## config.mk

```make
export PLATFORM = sky130hd
export DESIGN_NAME = xring_stress
export DESIGN_NICKNAME = d
export VERILOG_FILES = /design/src/rtl/xring_pkg.sv /design/src/rtl/xring_starter.sv /design/src/rtl/xring_cell.sv /design/src/rtl/xring_tap.sv /design/src/rtl/xring_stress.sv
export SDC_FILE = /design/constraint.sdc
export NUM_CORES = 1
export LEC_CHECK = 0
export CORE_MARGIN = 2
export CORE_UTILIZATION = 60
export CTS_CLUSTER_DIAMETER = 60
export CTS_CLUSTER_SIZE = 40
export DETAILED_ROUTE_END_ITERATION = 8
export DONT_BUFFER_PORTS = 1
export GPL_ROUTABILITY_DRIVEN = 0
export HOLD_SLACK_MARGIN = 0.06
export PLACE_DENSITY = 0.85
export SKIP_LAST_GASP = 1
export SYNTH_ARGS = -nofsm -noshare
export SYNTH_HDL_FRONTEND = slang
export SYNTH_SLANG_ARGS = --single-unit
```

## constraint.sdc

```tcl
create_clock -name clk -period 1.1 [get_ports clk]
set_clock_uncertainty 0.1 [all_clocks]
set_input_delay 0 -clock clk [delete_from_list [all_inputs] [get_ports clk]]
set_output_delay 0 -clock clk [all_outputs]
set_load 0.02 [all_outputs]
```

## src/rtl/xring_pkg.sv

```systemverilog
package xring_pkg;

  // Smallest ring in which every cell has three distinct predecessors.
  localparam int unsigned MIN_CELLS = 3;

  // Index of the cell `back` places before cell `idx` on a ring of `n`.
  function automatic int unsigned ring_prev(input int unsigned idx,
                                            input int unsigned back,
                                            input int unsigned n);
    return (idx + n - back) % n;
  endfunction

endpackage

```

## src/rtl/xring_starter.sv

```systemverilog
// Free-running toggle that kicks the ring out of the all-zero state.
module xring_starter (
  input  logic clk,
  input  logic rst_n,
  output logic q
);
  always_ff @(posedge clk or negedge rst_n) begin
    if (!rst_n) q <= 1'b0;
    else        q <= ~q;
  end
endmodule

```

## src/rtl/xring_cell.sv

```systemverilog
// One ring element: a flip-flop loading the XOR of three taps,
// optionally with the starter bit folded in.
module xring_cell #(
  parameter bit USE_SEED = 1'b0
) (
  input  logic       clk,
  input  logic       rst_n,
  input  logic [2:0] taps,
  input  logic       seed,
  output logic       q
);
  logic nxt;

  generate
    if (USE_SEED) begin : g_seeded
      assign nxt = ^taps ^ seed;
    end else begin : g_plain
      logic unused_seed;
      assign unused_seed = seed;
      assign nxt = ^taps;
    end
  endgenerate

  always_ff @(posedge clk or negedge rst_n) begin
    if (!rst_n) q <= 1'b0;
    else        q <= nxt;
  end
endmodule

```

## src/rtl/xring_tap.sv

```systemverilog
// Keep-alive output: depends on the ring and the starter.
module xring_tap (
  input  logic last_cell,
  input  logic seed,
  output logic tap
);
  assign tap = last_cell ^ seed;
endmodule

```

## src/rtl/xring_stress.sv

```systemverilog
module xring_stress #(
  parameter int unsigned NUM_CELLS = 32
) (
  input  logic clk,
  input  logic rst_n,
  output logic out_o
);
  import xring_pkg::*;

  localparam int unsigned LAST = NUM_CELLS - 1;

  logic [NUM_CELLS-1:0] ring_q;
  logic                 seed_q;

  xring_starter u_starter (
    .clk   (clk),
    .rst_n (rst_n),
    .q     (seed_q)
  );

  generate
    for (genvar i = 0; i < NUM_CELLS; i++) begin : g_cell
      localparam int unsigned P1 = ring_prev(i, 1, NUM_CELLS);
      localparam int unsigned P2 = ring_prev(i, 2, NUM_CELLS);
      localparam int unsigned P3 = ring_prev(i, 3, NUM_CELLS);
      xring_cell #(
        .USE_SEED (i == 0)
      ) u_cell (
        .clk   (clk),
        .rst_n (rst_n),
        .taps  ({ring_q[P3], ring_q[P2], ring_q[P1]}),
        .seed  (seed_q),
        .q     (ring_q[i])
      );
    end
  endgenerate

  xring_tap u_tap (
    .last_cell (ring_q[LAST]),
    .seed      (seed_q),
    .tap       (out_o)
  );
endmodule

```

# == Word-level counts from Yosys, hierarchy flattened ==
# Index checks and enable logic that the tools add are counted.
# word_totals
in_bits,2
out_inout_bits,1
ff_bits,33
elab_cells,68
# op_classes
bitwise_logic,3
n_reduce_logical,32
# ops
operator,count
parity 3 bit,32
XOR 1 bit,2
inverter 1 bit,1

# == Longest topological paths before layout ==
# logic_depth
depth_word,2
depth_mapped,2
mapped_depth_nobuf,2

# == By module ==
# From an unflattened synthesis, not the netlist that was laid out.
# hier_totals
hier_cells,69
hier_area_um2,1601.5
# modules_own_cells
mod,seq_area_each_um2,n_inst,cells_per_inst,area_per_inst_um2
xring_cell at g_cell[10].u_cell ...,25.0,31,2,48.8
xring_cell at g_cell[0].u_cell,25.0,1,4,51.3
xring_starter,25.0,1,2,28.8
xring_tap,0.0,1,1,8.8

# == Worst setup path after synthesis ==
# Ideal clock, no wire load.
# synth_path
kind,reg2reg
start,register g_cell[31].u_cell.q
end,register g_cell[0].u_cell.q
arrival_ns,0.825
path_slack_ns,0.041
setup_time_ns,0.134
stages_incl_launch_ff,3
t_required_ns,0.866
n_path_buf,0
cell_sequence,dfrtp_1 -> xor2_2 -> xnor2_1
# synth_via
elab_chain_cells,2
# synth_rtl
item,line_no,text
start: declaration,xring_cell.sv:10,output logic q
start signal: assignment,xring_cell.sv:26,else q <= nxt;
parity 3 bit,xring_cell.sv:16,assign nxt = ^taps ^ seed;
XOR 1 bit,xring_cell.sv:16,
net g_cell[0].u_cell.nxt,xring_cell.sv:12,logic nxt;
end signal: assignment,xring_cell.sv:26,
end: declaration,xring_cell.sv:10,
# The timed path passes the listed nets, and every way through them passes these cells.

# == Worst setup path in the final report ==
# layout_path
start,register u_starter.q
end,output out_o
# layout_via
elab_chain_cells,1
# layout_rtl
item,line_no,text
start: declaration,xring_starter.sv:5,output logic q
start signal: assignment,xring_starter.sv:9,else q <= ~q;
XOR 1 bit,xring_tap.sv:7,assign tap = last_cell ^ seed;
end: declaration,xring_stress.sv:6,output logic out_o
# No other way between the ends.

==> impl_metrics.toml <==
[floorplanning]
start_util_pct = 64.77
die_w_um = 50.26
rows = 16
io_pins = 3
fp.dieArea_mm2 = 0.002526
die_y_um = 50.26
core_area_mm2 = 0.001982

[timing]
period_needed_ps = 1187
finalSetupViolations = 2
fmax_ghz = 0.8425
layout_setup_ws_ps = -86.95
slew_headroom_pct = 80.56
fin_crit_sh_pct = 107.9
tightest_slew_ps = 289.5
rsz0062_at_grt = "yes"
drv_slew = 0
hold_viol = 0

[grt]
grt_start_max_net_pins = 34
antenna_found_initial = 0
gr-usage-all-layers_pct = 18.28
grt_pass1_vias = 725
grt_pass1_wl_um = 3208
overflow = 0

[placed_design]
placed_cells = 113
hpwl_um = 1101
dpl_cell_area_mm2 = 0.001325
io_buffer_count = 0

[power]
peakVddDrop_mv = 0.9904
p_clk_share_pct = 32.2
power_frac_seq_pct = 65.9
p_per_area_mw_per_mm2 = 1251
combPwrFrac_pct = 1.9
p_switching_mw = 0.3605
leakage_nw = 0.6248
p_int_mw = 1.478
sw_frac_of_total_pct = 19.61

[min_path]
holdCritPathClass = "reg -> reg"
min_to = "g_cell[7].u_cell.q$_DFF_PN0_"
min_path_cells = 1
hp-start = "g_cell[4].u_cell.q$_DFF_PN0_"

[layout]
num-nets-final = 99
instances_no_fill = 125
postLayoutCoreUtil_pct = 74.18
design_area_mm2 = 0.001470
antennaDiodeCount = 0
fill_cells = 128
layout_common_cells = "44 x xnor2_1, 33 x dfrtp_1, 6 x xnor2_2, 5 x clkbuf_4, 3 x clkbuf_1"
syn2layout_area_growth_pct = 14.52
layout_commonest_cell = "xnor2_1"
drive_gt1_share_pct = 15.31

[clock_network]
cts_tree = "built"
clkTransAtPathRegs_ps = 90
clock-sinks = 33
clk_latency_ps = 310
h-tree-depth = 2
root_buffer = "clkbuf_4"
clock_path_buffers = 2
cts_buffers = 5

[routing]
drt_wl_total_um = 1685
vias_per_cell = 4.736
wl_per_cell_um = 13.48
drt-initial-drc-count = 6
ant_nets = 0
dr.pass1.iters = 4
drc = 0
route.vias.total = 592

[setup_path]
r2r-end = "g_cell[0].u_cell.q$_DFF_PN0_"
crit_chain = "xor2_2 -> buf_6"
arrival_ps = 1090
crit_buf_inv = 1
r2r_start = "u_starter.q$_DFF_PN0_"
worstSetupEndpointType = "primary output"
cp.required_ps = 1000
crit_fanout = 2
reg2reg_depth = 3
cp-start-kind = "flip-flop"
crit_family = "flip-flops"
path_class = "reg -> out"
cpMaxStageDelayCell = "dfrtp_1"
cpPeakStageDelay_ps = 420
regToRegSetupSlack_ps = -10

[logic_synthesis]
yosysWarnings = 0
synth_area_mm2 = 0.001284
yosysSeqAreaShare_pct = 64.33
syn_avg_cell_area_um2 = 15.10
yosys.cell_types.count = 4
synthCells = 85
synth-seq-cells = 33
syn_nets = 87

[run_status]
status = "complete, but fails checks"
violations = "setup timing"

[run]
cap_violations = 0
cell usage after synthesis:
library cell / n / area, µm²
dfrtp_1: 33 / 825.8
xor2_2: 1 / 16.27
inv_1: 1 / 3.750
xnor2_1: 50 / 437.9
area by class of cell:
cell class,count,area (µm²),area share [%]
Sequential cell,33,825.8,56.17
Multi-Input combinational cell,51,499.2,33.96
Timing Repair Buffer,5,58.81,4.000
Clock buffer,8,48.80,3.319
Tap cell,27,33.78,2.298
Inverter,1,3.754,0.2553
metal layers:
metal,GRT usage (%),vias to the layer above,part of all wire [%]
met5,0,-,0
met4,11.11,0,2.7
met3,6.250,6,2.6
met2,27.41,8,51
met1,22.72,295,43
li1,-,283,-
cells by family after synthesis:
logic type                after synthesis  share of synthesized area, %
buffers and inverters                   1                        0.2921
DFF                                    33                         64.33
xor gates and xnor gates               51                         35.38
worst register-to-register path, stage by stage, from the launching register on:
cell and delay, ps:
dfrtp_1 420, xor2_2 200, buf_4 150, xnor2_2 120
worst max-delay path by stage:
stage	from	endpoint	slack (ps)	cells past startpoint
after floorplan	g_cell[31].u_cell.q$_DFF_PN0_	g_cell[0].u_cell.q$_DFF_PN0_	40	2
after global placement	g_cell[25].u_cell.q$_DFF_PN0_	g_cell[28].u_cell.q$_DFF_PN0_	90	2
after detailed placement	g_cell[31].u_cell.q$_DFF_PN0_	g_cell[1].u_cell.q$_DFF_PN0_	50	2
after CTS	u_starter.q$_DFF_PN0_	out_o	-120	2
after global routing	u_starter.q$_DFF_PN0_	out_o	-140	2
final	u_starter.q$_DFF_PN0_	out_o	-90	2
flip-flops by register name (all words and copies together) (netlist names):
name             cells
g_cell.u_cell.q     32
u_starter.q          1
through the flow:
stage / power, mW / TNS [ps] / hold slack, ps / worst slack [ps]
5_1_grt: 1.943 / -198.6 / 410.8 / -143.6
3_3_place_gp: 1.236 / 0 / -395.0 / 88.31
3_5_place_dp: 1.236 / 0 / -394.8 / 49.84
6_report: 1.839 / -96.57 / 389.7 / -86.95
2_1_floorplan: 1.236 / 0 / -395.6 / 41.27
4_1_cts: 1.885 / -124.0 / 394.3 / -124.0
what timing repair did:
| item | 4_1_cts | 5_1_grt |
|---|---|---|
| gates resized for setup | 1 | 6 |
| hold buffers | 3 | 0 |
| setup buffers | 1 | 0 |
| pin swaps | 1 | 1 |
| endpoints found under the hold margin | 33 | 0 |
| gates cloned | 0 | 0 |
| endpoints found under the setup margin | 1 | 12 |
power groups by stage:
stage               registers, mW  clock network, mW    logic, mW
finish                       1.21              0.592       0.0352
global route                 1.21              0.689       0.0420
CTS                          1.21              0.636       0.0373
detailed placement           1.24                  0  0.000000110
global placement             1.24                  0  0.000000110
floorplan                    1.24                  0  0.000000106
(Power assumes the default switching activity.)
